## config.mk

```make
export PLATFORM = sky130hd
export DESIGN_NAME = acc_pad_detect
export DESIGN_NICKNAME = d
export VERILOG_FILES = /design/src/rtl/acc_pad_detect.sv
export SDC_FILE = /design/constraint.sdc
export NUM_CORES = 1
export LEC_CHECK = 0
export ABC_AREA = 1
export BUFFER_PORTS_ARGS = -buffer_cell sky130_fd_sc_hd__buf_2
export CORE_MARGIN = 2
export CORE_UTILIZATION = 25
export CTS_CLUSTER_DIAMETER = 150
export DETAILED_ROUTE_END_ITERATION = 16
export PLACE_DENSITY = 0.46
export SLEW_MARGIN = 10
export SYNTH_ARGS = -nofsm -noshare
export SYNTH_HDL_FRONTEND = slang
export SYNTH_SLANG_ARGS = --single-unit
```

## constraint.sdc

```tcl
create_clock -name clk -period 14.3 [get_ports clk]
set_input_delay 2.145 -clock clk [delete_from_list [all_inputs] [get_ports clk]]
set_output_delay 2.145 -clock clk [all_outputs]
set_load 0.01 [all_outputs]
```

## src/rtl/acc_pad_detect.sv

```systemverilog
module acc_pad_detect #(
  parameter int LEN_W = 28,
  parameter int TOT_W = 32,
  parameter int DEPTH = 16,
  localparam int IDX_W = $clog2(DEPTH),
  localparam int CW    = $clog2(DEPTH + 2)
) (
  input  logic             clk,
  input  logic             rst_n,
  input  logic             req_valid,
  input  logic [LEN_W-1:0] req_len,
  input  logic [63:0]      req_tail,
  output logic [LEN_W-1:0] rd_addr,
  input  logic [7:0]       rd_data,
  input  logic [IDX_W-1:0] cache_sel,
  output logic [LEN_W-1:0] cache_len,
  output logic [CW-1:0]    seg_count,
  output logic [TOT_W-1:0] run_total,
  output logic             done,
  output logic [CW-1:0]    done_segs,
  output logic [LEN_W-1:0] final_len,
  output logic             err
);

  logic [LEN_W-1:0] cache [DEPTH];
  logic [CW-1:0]    cnt;
  logic [TOT_W-1:0] total;

  logic [TOT_W-1:0] sum;
  logic [60:0]      msg_len;
  logic [TOT_W-1:0] pad_sz;
  logic             fits, in_req, hit, full;
  logic [LEN_W-1:0] pad_off;

  assign sum     = total + TOT_W'(req_len);
  assign msg_len = req_tail[63:3];
  assign fits    = msg_len <= 61'(sum);
  assign pad_sz  = sum - msg_len[TOT_W-1:0];
  assign in_req  = (pad_sz != '0) && (pad_sz <= TOT_W'(req_len));
  assign pad_off = req_len - pad_sz[LEN_W-1:0];
  assign hit     = req_valid && fits && in_req && (rd_data == 8'h80);
  assign full    = cnt == CW'(DEPTH);

  assign rd_addr   = pad_off;
  assign cache_len = cache[cache_sel];
  assign seg_count = cnt;
  assign run_total = total;

  always_ff @(posedge clk) begin
    if (!rst_n) begin
      cnt       <= '0;
      total     <= '0;
      done      <= 1'b0;
      err       <= 1'b0;
      done_segs <= '0;
      final_len <= '0;
    end else begin
      done <= 1'b0;
      err  <= 1'b0;
      if (hit) begin
        done      <= 1'b1;
        done_segs <= cnt + CW'(pad_off != '0);
        final_len <= pad_off;
        cnt       <= '0;
        total     <= '0;
      end else if (req_valid && full) begin
        err   <= 1'b1;
        cnt   <= '0;
        total <= '0;
      end else if (req_valid) begin
        cnt   <= cnt + 1'b1;
        total <= sum;
      end
    end
  end

  always_ff @(posedge clk) begin
    if (req_valid && !hit && !full)
      cache[cnt[IDX_W-1:0]] <= req_len;
  end

endmodule

```

# Word-level counts from Yosys, hierarchy flattened
# Memories as Yosys holds them, arrays and structs flattened.
# Cells that the tools add are included.
word_totals:
  memories: 1
  regBits: 72
  elab_cells: 34
  mem_bits_rw: 448
  in_bits: 107
mem_list:
  columns: ["name", "depth", "word_bits", "read_ports", "rd_ports_with_merged_regs", "wr", "line", "source"]
  rows:
  - ["cache", 16, 28, 1, 0, 1, "25", "logic [LEN_W-1:0] cache [DEPTH];"]
op_classes:
  n_eq_ne: 2
  mux: 4
  reduce_logical: 13
  order_cmp: 2
  addsub: 5
  n_bitwise: 1
op_table:
  columns: ["cell", "n"]
  rows:
  - ["61-bit by 32-bit less-or-equal comparator with 1-bit output", 1]
  - ["32-bit by 28-bit adder with 32-bit output", 1]
  - ["32-bit by 28-bit less-or-equal comparator with 1-bit output", 1]
  - ["32-bit nonzero test", 1]
  - ["32-bit subtractor", 1]
  - ["28-bit nonzero test", 1]
  - ["28-bit subtractor", 1]
  - ["8-bit == test, second input constant", 1]
  - ["1-bit logical AND", 7]
  - ["5-bit by 1-bit adder with 5-bit output", 1]
  - ["5-bit by 1-bit adder with 5-bit output, second input constant", 1]
  - ["5-bit == test, second input constant", 1]
  - ["1-bit two-way mux", 4]
  - ["3-bit OR reduction", 1]
  - ["1-bit logical NOT", 2]
  - ["2-bit OR reduction", 1]
  - ["1-bit inverter", 1]

# Longest topological paths before layout
# Gate-level depths: netlist of the first run.
logic_depth:
  ltp_word: 11
  mapped_depth: 45

# Worst setup path before layout of the first run
# Ideal clock, no wire load.
synth_path:
  path_type: "input-to-output"
  start: "in req_len[0]"
  end: "out rd_addr[25]"
  setup_slack_ns: 5.545
  stages: 35
  arrival_time_ns: 6.610
  required_ns: 12.155
  cell_sequence: "ha_1 > inv_1 > fa_1 > inv_1 > nand2_1 > o21ai_0 > nand3_1 > nand2_1 > a21oi_1 > inv_1 > a21oi_1 > or2_2 > nand2_1 > inv_1 > ha_1 > nand2_1 > inv_1 > a21oi_1 > nor2_1 > nor2_1 > nand3b_1 > nand2_2 > inv_1 > ha_1 > nand2_1 > nor4_1 > nand3_1 > nand3_1 > nand2_1 > inv_1 > nor2_1 > nand2_1 > nand3_1 > nand2_1 > xor2_1"
synth_between:
  elab_chain_len: 3
synth_rtl:
  columns: ["item", "line", "source"]
  rows:
  - ["start, declared", "11", "input logic [LEN_W-1:0] req_len,"]
  - ["32-bit by 28-bit adder with 32-bit output", "35", "assign sum = total + TOT_W'(req_len);"]
  - ["named net sum[10]", "29", "logic [TOT_W-1:0] sum;"]
  - ["32-bit subtractor", "38", "assign pad_sz = sum - msg_len[TOT_W-1:0];"]
  - ["28-bit subtractor", "40", "assign pad_off = req_len - pad_sz[LEN_W-1:0];"]
  - ["end, declared", "13", "output logic [LEN_W-1:0] rd_addr,"]
# The timed path passes the listed nets, and every way through them passes these cells.

# Worst setup path in the final report of the first run
layout_path:
  start: "in req_len[1]"
  end: "out rd_addr[25]"
# The elaborated chain is that of the path after synthesis.

==> impl_results.md, run 1 <==
- Global-route wire length before repair: 133,000 um
- RSZ-0062 raised after global routing: no
- Slew at the pin with the worst max-slew slack: 0.9806 ns
- Number of global-route vias before repair: 20,580
- Async set-reset flop share out of synthesis: 0
- Number of antenna violations at the first check in global routing: 21
- Largest driver fanout on the critical path: 20
- CTS tree: done
- Layout cell share with drive strength beyond 1: 0.1349
- Worst endpoint required time: 12.15 ns
- Worst clock skew on the final layout: roughly 0.032 ns
- Filler cells: 11,860
- Most frequent cells after synthesis: 506 x sky130_fd_sc_hd__nand2_1, 450 x sky130_fd_sc_hd__inv_1, 448 x sky130_fd_sc_hd__edfxtp_1
- Period minus WS final: 10.62 ns
- Residual DRC count: 0
- Die X-Extent: 338.9 um
- Hold-fix buffer count after cts: 0
- DPL Wire Length: 60,600 um
- Number of distinct library cell variants in the gate-level netlist after synthesis: 50
- Buffer depth of the longest clock path: 3
- Leading post-synthesis cells by cell area: sky130_fd_sc_hd__edfxtp_1 48%, sky130_fd_sc_hd__nand2_1 6.8%, sky130_fd_sc_hd__ha_1 6.5%
- 1st-iter DRT viols: 1,338
- Achievable Freq: 94.18 MHz
- Top cell by count, worst path: sky130_fd_sc_hd__nand2_1
- Synthesized area: approximately 28,000 um^2
- Synth area leader: sky130_fd_sc_hd__edfxtp_1
- Ratio of total power to cell area: about 140 nW/um^2
- Cell row count: approximately 120
- Type of the worst min-delay path: reg2reg
- Setup-failing EPs final: 0
- Sequential element share of the synthesized area: 0.5311
- Largest stage delay, worst path: 0.54 ns
- Synth top area share: 0.4797
- Tot GR Track Use: 0.1545
- Total number of vias: 21,080
- Final RePlAce weighted congestion: around 0.86
- Yosys warning total: 0
- Syn Inst Count: 2,956
- Post-detailed-routing wire length: 90,730 um
- Maximum number of pins on one net before global-route repair: ~120
- Clock root buffer: sky130_fd_sc_hd__clkbuf_16
- Setup CP Type: in2out
- Cell area after layout: 32,860 um^2
- Clock Latency Late Sink: 0.65 ns
- FF+latch count, synth: 520
- CP endpoint kind: output port
- CORE AREA: 111,000 um^2
- Cell at the slowest stage of the critical path: sky130_fd_sc_hd__o21ai_0
- Post-Synthesis Net Count: 3,212
- Final number of max-transition violations: 0
- Worst slew margin: 0.3463
- Total of max-cap violations: 0
- P_leak: 13.83 nW
- Total Nets Final: 3,434
- Total clock buffers created by CTS: 57
- Residual overflow from global routing: 0
- Starting density of the core: 0.2527
- Chip height: 338.9 um
- Die area: 114,900 um^2
- Dpl cell area: 31,020 um^2
- IR Drop Worst-Case VDD: 0.00009425 V
- Number of gates resized after CTS: 0
- Count of flip-flops with a built-in enable after synthesis: 448
- Number of routed nets with antenna violations: 0
- Leading cell type by number of instances after synthesis: sky130_fd_sc_hd__nand2_1
- Tcrit/Tclk final: 0.7425
- Outcome: finished clean
- Count of input and output buffers: 231
- Buffers inserted during post-CTS setup optimization: 0
- Hold slack final: 0.4648 ns
- Kind of launch point of the worst setup path: input port
- Syn-to-layout area delta: 17.17%
- Max H-tree Level: 2
- Via density: 4.464
- Clk slew on worst S/H paths: 0.05 ns
- WL per Instance: 19.22 um
- TritonCTS Sinks: between 500 and 600
- Count of TritonRoute iterations in the first routing pass: 5
- Count of final hold-check violations: 0
- Synth Flop Type: sky130_fd_sc_hd__edfxtp_1
- Data arrival time of the worst path: 8.47 ns
- Final total negative setup slack: 0 ns
- Mean instance size in the synthesized netlist: about 9.5 um^2
- I/O pins: roughly 240
[metal layers]
layer  up-vias  GRT usage  part of all wire
met2       455     0.2809              0.51
li1      10570          -                 -
met3       105    0.02013             0.042
met4         2    0.04019             0.020
met5         -          0           0.00018
met1      9952     0.1911              0.43
[per-stage QoR]
step	setup WS [ns]	utilization	power, W	instances
global route	3.129	0.2960	0.005086	4717
detailed placement	3.597	0.2796	0.003398	4607
floorplan	5.545	-	0.002797	2956
CTS	3.643	0.2959	0.004848	4713
global placement	3.665	0.2796	0.003398	4607
finish	3.682	0.2961	0.004759	4722
[placed cells by master, fill, tap and decap left out, types with 4 or more instances in the layout]
cell,count
sky130_fd_sc_hd__nor2_4,17
sky130_fd_sc_hd__nor4_1,12
sky130_fd_sc_hd__o21bai_1,7
sky130_fd_sc_hd__nand2_1,506
sky130_fd_sc_hd__nor2_2,28
sky130_fd_sc_hd__nand4_1,39
sky130_fd_sc_hd__a21o_1,5
sky130_fd_sc_hd__xnor2_1,8
sky130_fd_sc_hd__buf_4,35
sky130_fd_sc_hd__clkinv_2,12
sky130_fd_sc_hd__o21ai_0,228
sky130_fd_sc_hd__clkbuf_1,9
sky130_fd_sc_hd__edfxtp_1,448
sky130_fd_sc_hd__nand3_1,161
sky130_fd_sc_hd__clkbuf_16,57
sky130_fd_sc_hd__a21oi_1,223
sky130_fd_sc_hd__nand2_2,8
sky130_fd_sc_hd__or2_2,18
sky130_fd_sc_hd__o21ai_1,11
sky130_fd_sc_hd__diode_2,9
sky130_fd_sc_hd__o211ai_1,117
sky130_fd_sc_hd__mux2i_1,112
sky130_fd_sc_hd__nand3_2,4
sky130_fd_sc_hd__nor3_1,20
sky130_fd_sc_hd__ha_1,146
sky130_fd_sc_hd__dfxtp_1,72
sky130_fd_sc_hd__inv_1,449
sky130_fd_sc_hd__nand3b_1,5
sky130_fd_sc_hd__xor2_1,30
sky130_fd_sc_hd__clkinv_1,17
sky130_fd_sc_hd__buf_2,229
sky130_fd_sc_hd__nor2_1,151
[power by group]
part	switching [W]	total, W	internal (W)
Combinational	0.00113	0.00164	0.000514
Clock	0.000634	0.00143	0.000797
Sequential	0.0000141	0.00169	0.00167
Total	0.00177	0.00476	0.00299
[worst paths after layout]
path,startpoint,to,slack (ns),cells past startpoint
worst max-delay path,req_len[1],rd_addr[25],3.68,36
worst min-delay path,final_len[19]$_SDFFE_PN0P_,final_len[19]$_SDFFE_PN0P_,0.46,2
worst max register to register,run_total[0]$_SDFFE_PP0P_,cache[6][25]$_DFFE_PP_,5.90,37
worst min register to register,final_len[19]$_SDFFE_PN0P_,final_len[19]$_SDFFE_PN0P_,0.46,2
[kinds of logic (layout without fill, tap and decap cells)]
logic type	after synthesis	after routing	synth area share
DFF	520	520	0.5311
buffers and inverters	557	826	0.07608
AOI/OAI and AO/OA	598	598	0.1190
xor gates and xnor gates	40	40	0.01303
muxes	112	112	0.03998
adders and majority gates	149	149	0.06729
and+or+nand+nor	980	980	0.1534
other	0	9	0
[sequential cells by signal, summed over array words and instances, names as in the netlist]
signal     cells
cache        448
done           1
done_segs      5
err            1
final_len     28
run_total     32
seg_count      5
[cell type report]
cell class,instances,area [um^2],share of cell area
Sequential cell,520,14890,0.4533
Multi-Input combinational cell,1879,11130,0.3389
Tap cell,1488,1862,0.05666
Inverter,455,1709,0.05202
Clock buffer,68,1481,0.04509
Timing Repair Buffer,265,1424,0.04333
Clock inverter,38,330.3,0.01005
Antenna cell,9,22.52,0.0006854
[worst max-delay path: cells and delay by family]
kind,cells,cell delay (ns)
and+or+nand+nor,19,2.66
buffers and inverters,9,1.26
adders and majority gates,3,1.20
AOI/OAI and AO/OA,4,0.90
xor gates and xnor gates,1,0.26
Power figures use the tool's default switching activity.
==> run 2, diff against run 1 <==
--- a/config.mk
+++ b/config.mk
@@ -11,7 +11,7 @@
 export CORE_UTILIZATION = 25
 export CTS_CLUSTER_DIAMETER = 150
 export DETAILED_ROUTE_END_ITERATION = 16
-export PLACE_DENSITY = 0.46
+export PLACE_DENSITY = 0.47
 export SLEW_MARGIN = 10
 export SYNTH_ARGS = -nofsm -noshare
 export SYNTH_HDL_FRONTEND = slang
==> constraint.sdc (replaced) <==
create_clock -name clk -period 9.2 [get_ports clk]
set_input_delay 1.38 -clock clk [delete_from_list [all_inputs] [get_ports clk]]
set_output_delay 1.38 -clock clk [all_outputs]
set_load 0.01 [all_outputs]
==> impl_results.md, run 2 (synthesis results as in run 1) <==
- Hold Startpoint: final_len[16]$_SDFFE_PN0P_
- Clock root buffer: sky130_fd_sc_hd__clkbuf_16
- Worst slew margin: 0.2434
- RSZ-0062 raised after global routing: no
- CORE AREA: 111,000 um^2
- Achievable Freq: around 120 MHz
- Slew at the pin with the worst max-slew slack: 1.132 ns
- CTS tree: done
- Residual DRC count: 0
- Period minus WS final: 8.457 ns
- Buffer depth of the longest clock path: 3
- Max H-tree Level: 2
- Largest driver fanout on the critical path: 5
- Setup-failing EPs final: 0
- Residual overflow from global routing: 0
- Total of max-cap violations: 0
- IR Drop Worst-Case VDD: between 0.00015 and 0.0002 V
- Filler cells: 11,730
- Number of gates resized after CTS: 0
- Maximum number of pins on one net before global-route repair: 130
- DPL Wire Length: 63,690 um
- Final RePlAce weighted congestion: about 0.88
- Setup CP Type: in2out
- Start point of the critical path: req_len[1]
- Layout cell share with drive strength beyond 1: 0.1402
- Sequential cell area: ~15,000 um^2
- Worst endpoint required time: roughly 8 ns
- Count of final hold-check violations: 0
- Ratio of total power to cell area: 225.4 nW/um^2
- Most frequent cells in the layout: 506 x sky130_fd_sc_hd__nand2_1, 449 x sky130_fd_sc_hd__inv_1, 448 x sky130_fd_sc_hd__edfxtp_1
- Clock Latency Late Sink: 0.64 ns
- Global-route wire length before repair: between 100,000 and 150,000 um
- Reg2Reg Launch Point: run_total[0]$_SDFFE_PP0P_
- Final total negative setup slack: 0 ns
- Total area of multi-input combinational cells: 11,130 um^2
- I/O pins: about 240
- Number of global-route vias before repair: 20,810
- Kind of launch point of the worst setup path: input port
- Grt peak-use layer: met2
- P_leak: 13.98 nW
- Clk slew on worst S/H paths: 0.06 ns
- Via density: about 4.5
- Starting density of the core: 0.2527
- Worst clock skew on the final layout: around 0.027 ns
- Die X-Extent: between 300 and 400 um
- Top cell by count, worst path: sky130_fd_sc_hd__nand2_1
- Flip-flop count of the largest register, all copies and words added: 448
- Count of input and output buffers: 231
- TritonCTS Sinks: between 500 and 600
- Met1 Resource Use GR: 0.2010
- Hold slack final: 0.4698 ns
- Tot GR Track Use: 0.1555
- Tcrit/Tclk final: 0.9193
- WL per Instance: 19.25 um
- Leading cell type in the layout, fill and taps excluded: sky130_fd_sc_hd__nand2_1
- Post-detailed-routing wire length: 91,370 um
- Data arrival time of the worst path: 7.08 ns
- Outcome: finished clean
- Total clock buffers created by CTS: between 50 and 60
- Buffers inserted during post-CTS setup optimization: 0
- Cell row count: 122
- Met3 layer usage reported by global route: 0.01980
- 1st-iter DRT viols: 1,484
- Type of the worst min-delay path: reg2reg
- Die area: ~110,000 um^2
- Largest stage delay, worst path: 0.46 ns
- Cell at the slowest stage of the critical path: sky130_fd_sc_hd__nor4_1
- Number of antenna violations at the first check in global routing: 27
- Chip height: approximately 340 um
- CP endpoint kind: output port
- Total number of vias: 21,260
- Global-route track usage on met2: 0.2724
- Count of TritonRoute iterations in the first routing pass: 5
- Syn-to-layout area delta: 18.19%
- Number of routed nets with antenna violations: 0
- Final number of max-transition violations: 0
- Total Nets Final: 3,461
- Hold-fix buffer count after cts: 0
[run 2: where the power goes]
group	total, W	switching, W	internal [W]
clock	0.00226	0.000961	0.00130
sequential	0.00263	0.0000231	0.00260
combinational	0.00258	0.00177	0.000816
total	0.00747	0.00275	0.00472
[run 2: path summary, 6_finish.rpt]
path | cells past startpoint | to | slack, ns
min | 2 | final_len[16]$_SDFFE_PN0P_ | 0.47
min reg2reg | 2 | final_len[16]$_SDFFE_PN0P_ | 0.47
max reg2reg | 35 | cache[6][21]$_DFFE_PP_ | 1.87
max | 36 | rd_addr[25] | 0.74
[run 2: metrics by stage]
stage | power [W] | util | instance area [um^2] | cells | setup slack, ns
global route | 0.007963 | 0.2986 | 33130 | 4742 | 0.1283
detailed placement | 0.005308 | 0.2819 | 31290 | 4634 | 0.4419
global placement | 0.005308 | 0.2819 | 31290 | 4634 | 0.4500
floorplan | 0.004348 | - | 28040 | 2956 | 1.675
CTS | 0.007599 | 0.2985 | 33130 | 4740 | 0.7532
finish | 0.007471 | 0.2986 | 33140 | 4746 | 0.7427
[run 2: layer usage]
metal	vias up	part of all wire
met5	-	0.00037
met4	4	0.024
met3	123	0.048
met2	456	0.49
met1	10070	0.44
li1	10610	-
[run 2: worst max-delay path: cells and delay by family]
family / cells / cell delay [ns]
buf+inv: 6 / 0.64
fa+ha+maj: 3 / 1.09
compound gates: 4 / 0.77
xor+xnor: 1 / 0.29
simple gates: 22 / 2.89
[run 2: final cells by class]
class | count | area share
multi-input cells | 1879 | 0.3360
well taps | 1488 | 0.05618
clock inverters | 30 | 0.009627
diodes | 6 | 0.0004530
clock buffers | 76 | 0.04583
flip-flops and latches | 520 | 0.4494
repair buffers | 292 | 0.05097
inverters | 455 | 0.05157
